[src/rtl/ovc_pkg.sv]
package ovc_pkg;
  typedef enum logic {
    VC_IDLE   = 1'b0,
    VC_ACTIVE = 1'b1
  } vc_state_e;
endpackage

[src/rtl/ovc_lowest_idle.sv]
// Priority pick of the lowest idle channel inside one virtual network.
module ovc_lowest_idle #(
  parameter int N  = 3,
  parameter int IW = 2
) (
  input  logic [N-1:0]  idle,
  output logic          any,
  output logic [IW-1:0] idx
);
  always_comb begin
    idx = '0;
    for (int i = N - 1; i >= 0; i--) begin
      if (idle[i]) idx = IW'(i);
    end
  end
  assign any = |idle;
endmodule

[src/rtl/ovc_slot.sv]
// State and credit counter of one output channel.
module ovc_slot
  import ovc_pkg::*;
#(
  parameter int DEPTH = 4,
  parameter int CW    = 3
) (
  input  logic clk,
  input  logic rst_n,
  input  logic grant,
  input  logic send,
  input  logic ret_valid,
  input  logic ret_free,
  output logic is_idle,
  output logic has_credit
);
  vc_state_e       state;
  logic [CW-1:0]   cnt;
  logic [CW-1:0]   cnt_nxt;

  always_comb begin
    case ({ret_valid, send})
      2'b10:   cnt_nxt = cnt + 1'b1;
      2'b01:   cnt_nxt = cnt - 1'b1;
      default: cnt_nxt = cnt;
    endcase
  end

  always_ff @(posedge clk) begin
    if (!rst_n) begin
      state <= VC_IDLE;
      cnt   <= CW'(DEPTH);
    end else begin
      // allocation only sees the registered idle state, so it wins over release
      if (grant)                     state <= VC_ACTIVE;
      else if (ret_valid && ret_free) state <= VC_IDLE;
      cnt <= cnt_nxt;
    end
  end

  assign is_idle    = (state == VC_IDLE);
  assign has_credit = (cnt != '0);

  assert_no_underflow_R10: assert property (@(posedge clk) disable iff (!rst_n)
    (send && !ret_valid) |-> (cnt != '0));
  assert_no_overflow_R10: assert property (@(posedge clk) disable iff (!rst_n)
    (ret_valid && !send) |-> (cnt != CW'(DEPTH)));
  assert_send_on_active_R10: assert property (@(posedge clk) disable iff (!rst_n)
    send |-> (state == VC_ACTIVE));
  assert_grant_holds_R9: assert property (@(posedge clk) disable iff (!rst_n)
    grant |=> (state == VC_ACTIVE));
endmodule

[src/rtl/ovc_credit_tracker.sv]
module ovc_credit_tracker #(
  parameter int NUM_VNETS   = 3,
  parameter int VC_PER_VNET = 3,
  parameter int BUF_DEPTH   = 4,
  localparam int NUM_VCS    = NUM_VNETS * VC_PER_VNET,
  localparam int VC_W       = (NUM_VCS > 1) ? $clog2(NUM_VCS) : 1,
  localparam int VNET_W     = (NUM_VNETS > 1) ? $clog2(NUM_VNETS) : 1
) (
  input  logic                 clk,
  input  logic                 rst_n,
  input  logic                 alloc_req,
  input  logic [VNET_W-1:0]    alloc_vnet,
  output logic                 grant_valid,
  output logic [VC_W-1:0]      grant_vc,
  output logic [NUM_VNETS-1:0] free_avail,
  input  logic                 send_valid,
  input  logic [VC_W-1:0]      send_vc,
  input  logic                 cred_valid,
  input  logic [VC_W-1:0]      cred_vc,
  input  logic                 cred_free,
  output logic [NUM_VCS-1:0]   vc_active,
  output logic [NUM_VCS-1:0]   credit_ok
);
  localparam int LOC_W = (VC_PER_VNET > 1) ? $clog2(VC_PER_VNET) : 1;
  localparam int CNT_W = $clog2(BUF_DEPTH + 1);

  logic [NUM_VCS-1:0]   idle_vec;
  logic [NUM_VCS-1:0]   grant_vec;
  logic [NUM_VNETS-1:0] vnet_any;
  logic [LOC_W-1:0]     vnet_idx [NUM_VNETS];

  for (genvar n = 0; n < NUM_VNETS; n++) begin : g_vnet
    ovc_lowest_idle #(.N(VC_PER_VNET), .IW(LOC_W)) u_pick (
      .idle (idle_vec[n*VC_PER_VNET +: VC_PER_VNET]),
      .any  (vnet_any[n]),
      .idx  (vnet_idx[n])
    );
  end

  assign free_avail = vnet_any;

  always_comb begin
    grant_valid = 1'b0;
    grant_vc    = '0;
    for (int n = 0; n < NUM_VNETS; n++) begin
      if (alloc_req && (alloc_vnet == VNET_W'(n)) && vnet_any[n]) begin
        grant_valid = 1'b1;
        grant_vc    = VC_W'(n * VC_PER_VNET) + VC_W'(vnet_idx[n]);
      end
    end
  end

  for (genvar v = 0; v < NUM_VCS; v++) begin : g_vc
    assign grant_vec[v] = grant_valid && (grant_vc == VC_W'(v));
    ovc_slot #(.DEPTH(BUF_DEPTH), .CW(CNT_W)) u_slot (
      .clk        (clk),
      .rst_n      (rst_n),
      .grant      (grant_vec[v]),
      .send       (send_valid && (send_vc == VC_W'(v))),
      .ret_valid  (cred_valid && (cred_vc == VC_W'(v))),
      .ret_free   (cred_free),
      .is_idle    (idle_vec[v]),
      .has_credit (credit_ok[v])
    );
  end

  assign vc_active = ~idle_vec;

  assert_grant_was_idle_R3: assert property (@(posedge clk) disable iff (!rst_n)
    grant_valid |-> !vc_active[grant_vc]);
  assert_send_has_credit_R10: assert property (@(posedge clk) disable iff (!rst_n)
    (send_valid && !(cred_valid && cred_vc == send_vc)) |-> credit_ok[send_vc]);
  assert_grant_active_next_R3: assert property (@(posedge clk) disable iff (!rst_n)
    grant_valid |=> (vc_active[$past(grant_vc)]));
endmodule

[config.mk]
export PLATFORM = sky130hd
export DESIGN_NAME = ovc_credit_tracker
export DESIGN_NICKNAME = d
export VERILOG_FILES = /design/src/rtl/ovc_pkg.sv /design/src/rtl/ovc_lowest_idle.sv /design/src/rtl/ovc_slot.sv /design/src/rtl/ovc_credit_tracker.sv
export SDC_FILE = /design/constraint.sdc
export NUM_CORES = 1
export LEC_CHECK = 0
export BUFFER_PORTS_ARGS = -buffer_cell sky130_fd_sc_hd__buf_2
export CORE_MARGIN = 2
export CORE_UTILIZATION = 25
export DETAILED_ROUTE_END_ITERATION = 10
export SLEW_MARGIN = 25
export SYNTH_ARGS = -nofsm -noshare
export SYNTH_HDL_FRONTEND = slang
export SYNTH_HIERARCHICAL = 1
export SYNTH_SLANG_ARGS = --single-unit
[constraint.sdc]
create_clock -name clk -period 2.42 [get_ports clk]
set_input_delay 0.363 -clock clk [delete_from_list [all_inputs] [get_ports clk]]
set_output_delay 0.363 -clock clk [all_outputs]
set_load 0.01 [all_outputs]
==> Word-level counts from Yosys, hierarchy flattened <==
Cells that the tools add are included.
{ "op_classes": {"add_sub_neg": 20, "n_eq_ne": 44, "mux": 42, "bitwise": 10, "n_reduce_logical": 76} }
{ "ops": {"columns": ["op", "count"], "rows": [
  ["case mux 3 bit (2 select lines)", 9],
  ["equality test 4 x 3 -> 1 bit, second input constant", 12],
  ["logical AND 1 bit", 42],
  ["nonzero test 2 bit", 18],
  ["adder 3 x 1 -> 3 bit, second input constant", 9],
  ["nonzero test 3 bit", 9],
  ["subtractor 3 x 1 -> 3 bit, second input constant", 9],
  ["equality test 4 x 2 -> 1 bit, second input constant", 6],
  ["2-to-1 mux 1 bit", 21],
  ["equality test 2 x 1 -> 1 bit, second input constant", 10],
  ["equality test 2 bit, second input constant", 10],
  ["2-to-1 mux 2 bit", 10],
  ["equality test 4 x 1 -> 1 bit, second input constant", 3],
  ["equality test 4 bit, second input constant", 3],
  ["zero test 4 bit", 3],
  ["NOT 1 bit", 9],
  ["NOT 9 bit", 1],
  ["OR reduction 3 bit", 3],
  ["2-to-1 mux 4 bit", 2],
  ["adder 3 x 2 -> 4 bit, first input constant", 1],
  ["adder 2 x 2 -> 3 bit, first input constant", 1],
  ["zero test 2 bit", 1]
]} }
{ "word_totals": {"ff_bits": 36, "in_bits": 16, "out_inout_bits": 26, "wordCells": 210} }

==> Longest topological paths before layout <==
Gate-level depths: netlist (run 1).
{ "depth": {"word_depth": 9, "ltp_mapped": 10, "mapped_depth_nobuf": 10} }

==> By module <==
The synthesis (run 1) kept the hierarchy.
{ "modules_own_cells": {"columns": ["module", "instances", "cells_each", "area_each_um2", "seq_area_each_um2"], "rows": [
  ["ovc_slot", 9, 20, 197.7, 80.1],
  ["ovc_credit_tracker", 1, 73, 432.9, 0.0],
  ["ovc_lowest_idle", 3, 3, 20.0, 0.0]
]} }

==> Worst setup path after synthesis (run 1) <==
Ideal clock, no wire load.
{ "synth_path": {"kind": "input port to flip-flop", "from": "input cred_vc[3]", "to": "register g_vc[0].u_slot.cnt[2]", "setup_time_ns": 0.062, "arrival_ns": 2.106, "required_time_ns": 2.358, "slack_ns": 0.253, "stages": 8, "cell_sequence": "or3b_1 > nor3_1 > inv_1 > ha_1 > fa_1 > xnor2_1 > or3_1 > nand3_1"} }
{ "synth_via": {"elab_chain_cells": 4, "word_cells_on_any_way": 6, "classes_between": "eq/ne: 2; mux: 1; reduce/logical: 3"} }
{ "synth_rtl": {"columns": ["element", "line_no", "rtl"], "rows": [
  ["start, declared", "ovc_credit_tracker.sv:19", "input logic [VC_W-1:0] cred_vc,"],
  ["zero test 4 bit (*)", "ovc_credit_tracker.sv:60", ".ret_valid (cred_valid && (cred_vc == VC_W'(v))),"],
  ["logical AND 1 bit (*)", "ovc_credit_tracker.sv:60", null],
  ["equality test 2 x 1 -> 1 bit / equality test 2 bit (equally long branches)", "ovc_slot.sv:22", "case ({ret_valid, send})"],
  ["case mux 3 bit (2 select lines) / nonzero test 2 bit (equally long branches)", null, null],
  ["end signal, assigned", "ovc_slot.sv:32", "cnt <= CW'(DEPTH);"],
  ["end signal, assigned", "ovc_slot.sv:37", "cnt <= cnt_nxt;"],
  ["end, declared", "ovc_slot.sv:18", "logic [CW-1:0] cnt;"]
]} }
Mark *: on every way between the ends. The rest lies on a longest branch, timed or not.
A chain may end at the register's enable or synchronous reset.

==> Final worst setup path (run 1) <==
{ "layout_path": {"from": "register g_vc[1].u_slot.state", "to": "output grant_vc[0]"} }
{ "layout_via": {"elab_chain_cells": 6, "word_cells_on_any_way": 8, "classes_between": "mux: 5; bitwise: 1; reduce/logical: 2"} }
{ "layout_rtl": {"columns": ["element", "line_no", "rtl"], "rows": [
  ["start, declared", "ovc_slot.sv:17", "vc_state_e state;"],
  ["start signal, assigned", "ovc_slot.sv:31", "state <= VC_IDLE;"],
  ["start signal, assigned", "ovc_slot.sv:35", "if (grant) state <= VC_ACTIVE;"],
  ["start signal, assigned", "ovc_slot.sv:36", "else if (ret_valid && ret_free) state <= VC_IDLE;"],
  ["NOT 1 bit", "ovc_slot.sv:41", "assign is_idle = (state == VC_IDLE);"],
  ["via idle_vec[1]", "ovc_credit_tracker.sv:27", "logic [NUM_VCS-1:0] idle_vec;"],
  ["OR reduction 3 bit", "ovc_lowest_idle.sv:16", "assign any = |idle;"],
  ["logical AND 1 bit", "ovc_credit_tracker.sv:46", "if (alloc_req && (alloc_vnet == VNET_W'(n)) && vnet_any[n]) begin"],
  ["2-to-1 mux 2 bit", "ovc_credit_tracker.sv:46", null],
  ["2-to-1 mux 4 bit (2 in series)", "ovc_credit_tracker.sv:46", null],
  ["end, declared", "ovc_credit_tracker.sv:14", "output logic [VC_W-1:0] grant_vc,"]
]} }
The timed path passes the listed nets, and every way through them passes these cells.

==> results of run 1 <==
## sequential cells by signal, indices dropped and copies added, names as in the netlist
name,cells
g_vc.u_slot/cnt,27
g_vc.u_slot/state,9
## metal layers
layer	global-route usage	routed length, um	vias up
met4	0.0158	31	0
met5	0	0	-
met2	0.175	2320	27
met3	0.0260	154	4
met1	0.132	2320	889
li1	-	-	976
## cells in the mapped netlist, types with 2 or more instances
| cell type | number | area [um2] |
|---|---|---|
| mux2i_1 | 9 | 90.1 |
| nand4b_2 | 2 | 30.0 |
| a2bb2oi_2 | 2 | 30.0 |
| xnor2_1 | 18 | 158 |
| nor2b_1 | 22 | 138 |
| nand2_1 | 12 | 45.0 |
| nand3b_1 | 3 | 22.5 |
| nand2b_1 | 4 | 25.0 |
| nor3b_1 | 3 | 22.5 |
| dfxtp_1 | 36 | 721 |
| o21ai_0 | 10 | 50.1 |
| inv_1 | 33 | 124 |
| or3b_1 | 2 | 17.5 |
| or3_1 | 21 | 131 |
| nand3_1 | 11 | 55.1 |
| nor3_1 | 7 | 35.0 |
| a21oi_1 | 10 | 50.1 |
| fa_1 | 9 | 180 |
| nor2_1 | 18 | 67.6 |
| a21oi_2 | 2 | 17.5 |
| and2_1 | 9 | 56.3 |
| ha_1 | 10 | 125 |
| nor4_1 | 2 | 12.5 |
## cells in the final DEF, fill, tap and decap left out, types with 2 or more instances in the layout
master,Yosys,layout
mux2i_1,9,9
and2_1,9,9
nand4b_2,2,2
buf_2,0,41
nor3_1,7,7
a21oi_2,2,2
nor2b_1,22,22
buf_4,0,2
nor4_1,2,2
nand3_1,11,11
nand3b_1,3,3
dfxtp_1,36,36
inv_1,33,33
nor2_1,18,18
nand2b_1,4,4
nor3b_1,3,3
o21ai_0,10,10
ha_1,10,10
xnor2_1,18,18
or3_1,21,21
a21oi_1,10,10
or3b_1,2,2
a2bb2oi_2,2,2
fa_1,9,9
clkinv_2,0,2
clkbuf_8,0,6
nand2_1,12,12
## critical path: cells and delay by family (launching register included)
kind / cells / cell delay [ps]
AO/OA/AOI/OAI: 2 / 390
buffers and inverters: 2 / 230
flip-flops: 1 / 330
AND/OR/NAND/NOR: 2 / 650
## metrics by stage
stage	cells	setup WS [ps]	power, mW	hold WS [ps]
floorplan	262	253	0.717	435
global placement	413	46.1	0.772	481
detailed placement	413	17.5	0.774	492
CTS	421	142	1.22	495
global route	421	9.03	1.26	502
finish	421	158	1.20	495
## where the power goes
part           internal (mW)  switching [mW]
clock network          0.227           0.214
logic                 0.0656          0.0787
registers              0.605          0.0115
total                  0.897           0.304
## worst paths after layout
path | startpoint | end | cells after the start
hold reg to reg | g_vc[1].u_slot/cnt[2] | g_vc[1].u_slot/cnt[2] | 2
setup / recovery | g_vc[1].u_slot/state | grant_vc[0] | 6
hold / removal | cred_free | g_vc[5].u_slot/state | 4
setup reg to reg | g_vc[1].u_slot/state | g_vc[7].u_slot/state | 8
## cell type report
| type | instances | area (um2) | share of cell area |
|---|---|---|---|
| clock buffers | 6 | 82.6 | 0.0304 |
| clock inverters | 2 | 10.0 | 0.00368 |
| inverters | 33 | 124 | 0.0455 |
| multi-input cells | 193 | 1430 | 0.525 |
| flip-flops and latches | 36 | 721 | 0.265 |
| well taps | 108 | 135 | 0.0497 |
| repair buffers | 43 | 220 | 0.0810 |
## cell families after synthesis
group | after synthesis | share of synthesized area
DFF | 36 | 0.317
and+or+nand+nor | 122 | 0.317
AOI/OAI and AO/OA | 25 | 0.0677
muxes | 9 | 0.0396
buffers and inverters | 33 | 0.0545
xor gates and xnor gates | 18 | 0.0694
adders and majority gates | 19 | 0.134
==> flow_summary.toml, run 1 <==
[layout]
layout.nets = 347
final_util = 0.310
syn_to_final_growth_pct = 19.7
n_fill_cell = 960
layout-drive-gt1-share = 0.188
fin_area_um2 = 2720
antenna_cells = 0

[placed_design]
place_area_um2 = 2630
port_buffers = 41
dpl.hpwl_um = 3830
routabilityCongestion = 0.773

[route]
avgViaCountPerCell = 4.50
dr.pass1.iters = 4
first_iter_violations = 68
ant_nets = 0
wl_um = 4830
route.detailed.drc = 0
via_count = 1896
wl_per_cell_um = 11.5

[job]
drv_cap = 0

[timing]
hold_viol_final = 0
fin_crit_sh = 0.935
timing.fmax_ghz = 0.442
min_period_ps = 2260
finalSetupViolCount = 0
worstMarginPinSlew_ps = 547
final-max-slew-violation-count = 0
slew_headroom = 0.635
tns_ps = 0
rsz0062_at_grt = "no"
worst_clock_skew_ps = 8.61

[clock_network]
clk_pin_slew_worst_paths_ps = 70
cts_made_buffers = 5
post_cts_buffers = 0
tritoncts = "built"
cts-root-buf = "clkbuf_8"
clock_sinks = 36
cts_resized = 0
cts.htree.levels = 2
clockBufferDepth = 2
clock_latency_ps = 290
hold_buffers = 0

[global_route]
grt_use_total = 0.102
grt_max_degree = 37
grt_pass1_wl_um = 8290
antenna_found_initial = 0
grt-ovfl-total = 0
grt_pass1_vias = 1868

[power_and_ir_drop]
leakagePower_nw = 1.15
p_per_area_nw_per_um2 = 442
ir_drop_mv = 0.245

[worst_setup_path]
worstPathRequired_ps = 2060
start_kind = "flop"
critPathMaxStageDelay_ps = 410
cp.arrival_ps = 1900
reg2reg_setup_slack_ps = 490
crit_type = "reg2out"
cp_max_fo = 5
critical_path.cell_chain = "inv_1 > or3_1 > and4bb_4 > a2bb2oi_2 > a21oi_2 > buf_2"
cp_slowest_cell = "or3_1"
end_kind = "output port"

[die]
initial_utilization = 0.259
die_h_um = 99.3
die_w_um = 99.3
core_area_um2 = 8760
rows = 34
ioPinCount = 42
dieArea_um2 = 9870

[logic_synthesis]
avgSynthCellArea_um2 = 8.67
synth_area_um2 = 2270
ys_types = 30
synth_edf_count = 0
synthCells = 262
yosysSeqAreaShare = 0.317
ys_ff_latch = 36
async_flop_share = 0
syn-num-nets = 297
yosys_warnings = 6
synthFlopType = "dfxtp_1"

[min_path]
min_path_type = "in2reg"

[run_status]
status = "complete, no violations"
Note: power is estimated with default switching activity, not from simulation.
==> run 2: changes to the inputs <==
ABC_AREA = 1   (was not set)
TNS_END_PERCENT = 10   (was not set)
==> run 2 against run 1 <==
  * Critical path type unchanged
  * Hold slack lost 39 ps
  * Final area up 8.0%
  * Clock-buffer cell count increased by 2
  * Power is 4.4% higher
==> flow_summary.toml, run 2 <==
[global_route]
grt_use_total = 0.118
grt_max_degree = 37
grt_pass1_wl_um = 9790
antenna_found_initial = 1
grt_pass1_vias = 2210
grt-ovfl-total = 0

[logic_synthesis]
synth_area_um2 = 2470
yosysSeqAreaShare = 0.291
synth_top_area_frac = 0.291
synth-compound-area-share = 0.100
synthFlopType = "dfxtp_1"
synth_mux_area_frac = 0
netlist_top_cells_count = "inv_1, nor2_1, nand2_1"
synthAdderAreaFrac = 0.123
synth_edf_count = 0
syn-num-nets = 401
avgSynthCellArea_um2 = 6.76
async_flop_share = 0
synthCells = 366
synth_area_leaders = "dfxtp_1, inv_1, nor2_1"
yosys.area.top_type = "dfxtp_1"
synth_most_common_cell = "inv_1"
synthXorXnorAreaFrac = 0
yosys.area_share.simple = 0.349
synth_top_family_by_area = "simple AND/OR/NAND/NOR gates"
yosys_warnings = 6
ys_ff_latch = 36
ys_types = 18

[timing]
hold_viol_final = 0
timing.fmax_ghz = 0.503
worstMarginPinSlew_ps = 655
worst_clock_skew_ps = 1.29
rsz0062_at_grt = "no"
slew_headroom = 0.563
min_period_ps = 1990
finalSetupViolCount = 0
final-max-slew-violation-count = 0
tns_ps = 0
fin_crit_sh = 0.821

[min_path]
worstHoldPathCells = 2
min_path_type = "reg2reg"
min_to = "g_vc[1].u_slot/cnt[2]"
hp-start = "g_vc[1].u_slot/cnt[2]"

[power_and_ir_drop]
p_per_area_nw_per_um2 = 427
finalPower_mw = 1.25
ir_drop_mv = 0.243
leakagePower_nw = 1.55

[route]
via_count = 2275
route.detailed.drc = 0
avgViaCountPerCell = 4.15
wl_um = 5770
ant_nets = 0
first_iter_violations = 74
dr.pass1.iters = 4
wl_per_cell_um = 10.5

[worst_setup_path]
cpMostUsedCell = "inv_1"
end_kind = "output port"
cp_slowest_cell = "dfxtp_1"
start_kind = "flop"
cp.arrival_ps = 1620
regToRegEndpoint = "g_vc[0].u_slot/state"
critPathMaxStageDelay_ps = 300
reg2reg_from = "g_vc[4].u_slot/state"
crit_type = "reg2out"
worstPathRequired_ps = 2060
cp_max_fo = 4
critical_path.cell_chain = "inv_1 > inv_2 > nor2_1 > inv_1 > ha_1 > inv_1 > nand3_1 > nand3_2 > buf_2"
r2r_cells = 12
reg2reg_setup_slack_ps = 770

[run_status]
status = "complete, no violations"

[layout]
reg_top3 = "g_vc.u_slot/cnt (27), g_vc.u_slot/state (9)"
layout.nets = 449
syn_to_final_growth_pct = 18.7
final_cell_mix = "inv_1, nor2_1, nand2_1"
finalNonFillerCells = 548
layout-drive-gt1-share = 0.229
antenna_cells = 0
largest_register_ffs = 27
regMostFlops = "g_vc.u_slot/cnt"
final_common_cell = "inv_1"

[die]
ioPinCount = 42
core_area_um2 = 9680
rows = 36
die_h_um = 103
die_w_um = 103
initial_utilization = 0.256
dieArea_um2 = 10700

[clock_network]
hold_buffers = 0
clock_sinks = 36
clock_latency_ps = 280
clk_pin_slew_worst_paths_ps = 70
cts_made_buffers = 5
clockBufferDepth = 2
cts_resized = 0
tritoncts = "built"
cts.htree.levels = 2
post_cts_buffers = 0
cts-root-buf = "clkbuf_8"

[placed_design]
port_buffers = 41
dpl.hpwl_um = 4730
placed_cells = 540
routabilityCongestion = 0.816

[job]
drv_cap = 0
==> run 2: cell types whose count changed after synthesis, moves of 18 or more <==
cell,delta
xnor2_1,-18
nor2b_1,-22
nor2_1,+44
or3_1,-21
inv_1,+43
nand2_1,+40
==> run 2: routing by layer <==
layer | up-vias | global-route usage | routed length (um)
met1 | 1011 | 0.152 | 2770
met5 | - | 0 | 16
met2 | 32 | 0.199 | 2660
li1 | 1224 | - | -
met3 | 6 | 0.0282 | 255
met4 | 2 | 0.0314 | 67
==> run 2: critical path: cells and delay by family (launching register included) <==
kind          cells  cell delay (ps)
buf+inv           5              450
simple gates      3              310
flops             1              300
fa+ha+maj         1              280
==> run 2: logic make-up (layout without fill, tap and decap cells) <==
kind of cell               after synthesis  count (layout)
AOI/OAI and AO/OA                       45              45
adders and majority gates               19              19
buffers and inverters                   90             139
DFF                                     36              36
and+or+nand+nor                        176             176
==> run 2: final cells by class <==
class | count | area [um2]
multi-input cells | 240 | 1420
clock buffers | 8 | 90.1
flip-flops and latches | 36 | 721
repair buffers | 41 | 205
inverters | 90 | 338
fillers | 1078 | 6750
well taps | 133 | 166
==> run 2: report_power, final <==
group / switching [mW] / internal (mW) / total, mW
registers: 0.0154 / 0.611 / 0.626
clock network: 0.214 / 0.232 / 0.446
logic: 0.117 / 0.0644 / 0.181
total: 0.346 / 0.908 / 1.25
==> run 2: worst max-delay path by stage <==
stage	startpoint	endpoint	slack [ps]	cells past startpoint
5_1_grt	g_vc[4].u_slot/state	grant_vc[1]	260	9
4_1_cts	g_vc[4].u_slot/state	grant_vc[1]	410	9
3_3_place_gp	cred_vc[2]	g_vc[2].u_slot/cnt[2]	460	11
3_5_place_dp	cred_vc[2]	g_vc[1].u_slot/cnt[2]	400	11
2_1_floorplan	cred_vc[2]	g_vc[0].u_slot/cnt[2]	750	10
6_report	g_vc[4].u_slot/state	grant_vc[1]	430	9
==> run 2: through the flow <==
stage / hold WS (ps) / setup WS, ps / utilization / cell area [um2]
finish: 456 / 433 / 0.303 / 2940
global route: 488 / 261 / 0.303 / 2940
CTS: 462 / 415 / 0.303 / 2940
detailed placement: 443 / 402 / 0.294 / 2850
global placement: 436 / 459 / 0.294 / 2850
floorplan: 428 / 754 / - / 2470
==> run 3: changes to the inputs <==
ABC_AREA = 0   (was 1)
clock period = 1.8 ns   (was 2.42 ns; I/O delays follow)
==> run 3 against run 2 <==
  * The run now ends with setup timing left
  * Sequential cell count did not move
  * Clock-buffer cell count fell by 3
  * Final area is 11% higher
  * Die area decreased by 7.9%
  * Clock skew rose by 6.9 ps
  * Power grew 33%
  * Sequential power increased by 33%
  * Global-route usage down 0.80 points
  * Clock power up 28%
  * Hold slack worse by 79 ps
  * Critical path depth shrank 3
  * Combinational power increased by 48%
  * Largest cell class unchanged
  * Largest power group unchanged
  * Highest routed layer is now met4
==> flow_summary.toml, run 3 (same netlist as run 1, synthesis figures left out) <==
[global_route]
antenna_found_initial = 0
grt_use_total = 0.110
grt_pass1_vias = 2016
grt-ovfl-total = 0
grt_max_degree = 37
grt_pass1_wl_um = 9040

[power_and_ir_drop]
leakagePower_nw = 1.42
ir_drop_mv = 0.413
p_per_area_nw_per_um2 = 510

[die]
die_h_um = 99.3
rows = 34
dieArea_um2 = 9870
die_w_um = 99.3
core_area_um2 = 8760
ioPinCount = 42
initial_utilization = 0.259

[layout]
fin_area_um2 = 3270
reg_top3 = "g_vc.u_slot/cnt (27), g_vc.u_slot/state (9)"
final_util = 0.373
final_common_cell = "buf_4"
regMostFlops = "g_vc.u_slot/cnt"
layout.nets = 393
antenna_cells = 0
layout-drive-gt1-share = 0.412
largest_register_ffs = 27
final_cell_mix = "buf_4, buf_2, dfxtp_1"
syn_to_final_growth_pct = 44.0
n_fill_cell = 891

[timing]
fin_crit_sh = 1.07
slew_headroom = 0.637
min_period_ps = 1920
hold_slack_ps = 377
worst_clock_skew_ps = 8.16
final-max-slew-violation-count = 0
timing.fmax_ghz = 0.520
setup_ws_ps = -122
worstMarginPinSlew_ps = 545
rsz0062_at_grt = "yes"
hold_viol_final = 0
finalSetupViolCount = 11

[placed_design]
dpl.hpwl_um = 4120
place_area_um2 = 2930
port_buffers = 41
routabilityCongestion = 0.795

[clock_network]
clockBufferDepth = 2
cts-root-buf = "clkbuf_8"
clock_sinks = 36
cts.htree.levels = 2
clock_latency_ps = 290
cts_made_buffers = 5
clk_pin_slew_worst_paths_ps = 80
tritoncts = "built"
hold_buffers = 0

[worst_setup_path]
start_kind = "flop"
reg2reg_setup_slack_ps = -10
crit_type = "reg2out"
worstPathRequired_ps = 1530
cp.arrival_ps = 1650
cp_max_fo = 3
end_kind = "output port"

[route]
dr.pass1.iters = 6
via_count = 2071
avgViaCountPerCell = 4.43
wl_per_cell_um = 11.3
ant_nets = 0
first_iter_violations = 32
wl_um = 5290
route.detailed.drc = 0

[run_status]
status = "finished with violations"
violations = "setup timing"

[min_path]
min_path_type = "in2reg"

[job]
drv_cap = 0
==> run 3: changes by cell type in the layout (fill, tap and decap cells not counted), moves of 12 or more <==
cell and change:
nor2b_1 +21, or3_1 +18, nand3_2 -15, inv_1 -50, nand2_2 -12, nand2_1 -40
xnor2_1 +18, buf_4 +46, nor2_1 -50
==> run 3: worst max-delay path, cell delays in order (launching register included) <==
cell       delay [ps]
dfxtp_2           340
inv_2              30
or3_4             380
and4bb_4          240
a2bb2oi_4         170
a21oi_4            70
buf_2             140
==> run 3: power breakdown <==
part	internal, mW	switching (mW)	leakage (nW)
registers	0.814	0.0168	0.295
clock network	0.270	0.300	0.0479
logic	0.139	0.129	1.07
==> run 3: per-stage QoR <==
| stage | setup TNS (ps) | total power, mW | worst slack, ps | std cells |
|---|---|---|---|---|
| after floorplan | -859 | 0.965 | -185 | 262 |
| after global placement | -3690 | 1.07 | -349 | 452 |
| after detailed placement | -4510 | 1.08 | -426 | 452 |
| after CTS | -871 | 1.67 | -142 | 465 |
| after global routing | -2250 | 1.76 | -198 | 467 |
| final | -709 | 1.67 | -122 | 467 |
==> run 3: path summary, 6_finish.rpt <==
check / start / end / cells past startpoint
max: g_vc[0].u_slot/state / grant_vc[1] / 6
min reg2reg: g_vc[4].u_slot/cnt[2] / g_vc[4].u_slot/cnt[2] / 2
max reg2reg: g_vc[4].u_slot/state / g_vc[2].u_slot/state / 10
min: cred_free / g_vc[1].u_slot/state / 4
==> run 3: final cells by class <==
type	instances	area, um2	share of cell area
well taps	108	135	0.0413
clock buffers	5	68.8	0.0210
repair buffers	89	573	0.175
clock inverters	3	18.8	0.00574
flip-flops and latches	36	729	0.223
multi-input cells	193	1620	0.495
inverters	33	126	0.0386
==> run 3: repair_timing <==
item / in CTS / in global routing
resized for setup: 30 / 21
buffers inserted: 5 / 2
pin swaps: 6 / 3
endpoints found under the setup margin: 15 / 24
==> run 3: metal layers <==
metal	vias to the layer above	part of all wire	global-route usage
li1	1068	-	-
met1	967	0.46	0.145
met2	29	0.50	0.186
met3	7	0.023	0.0204
met4	0	0.012	0.0285
met5	-	0	0
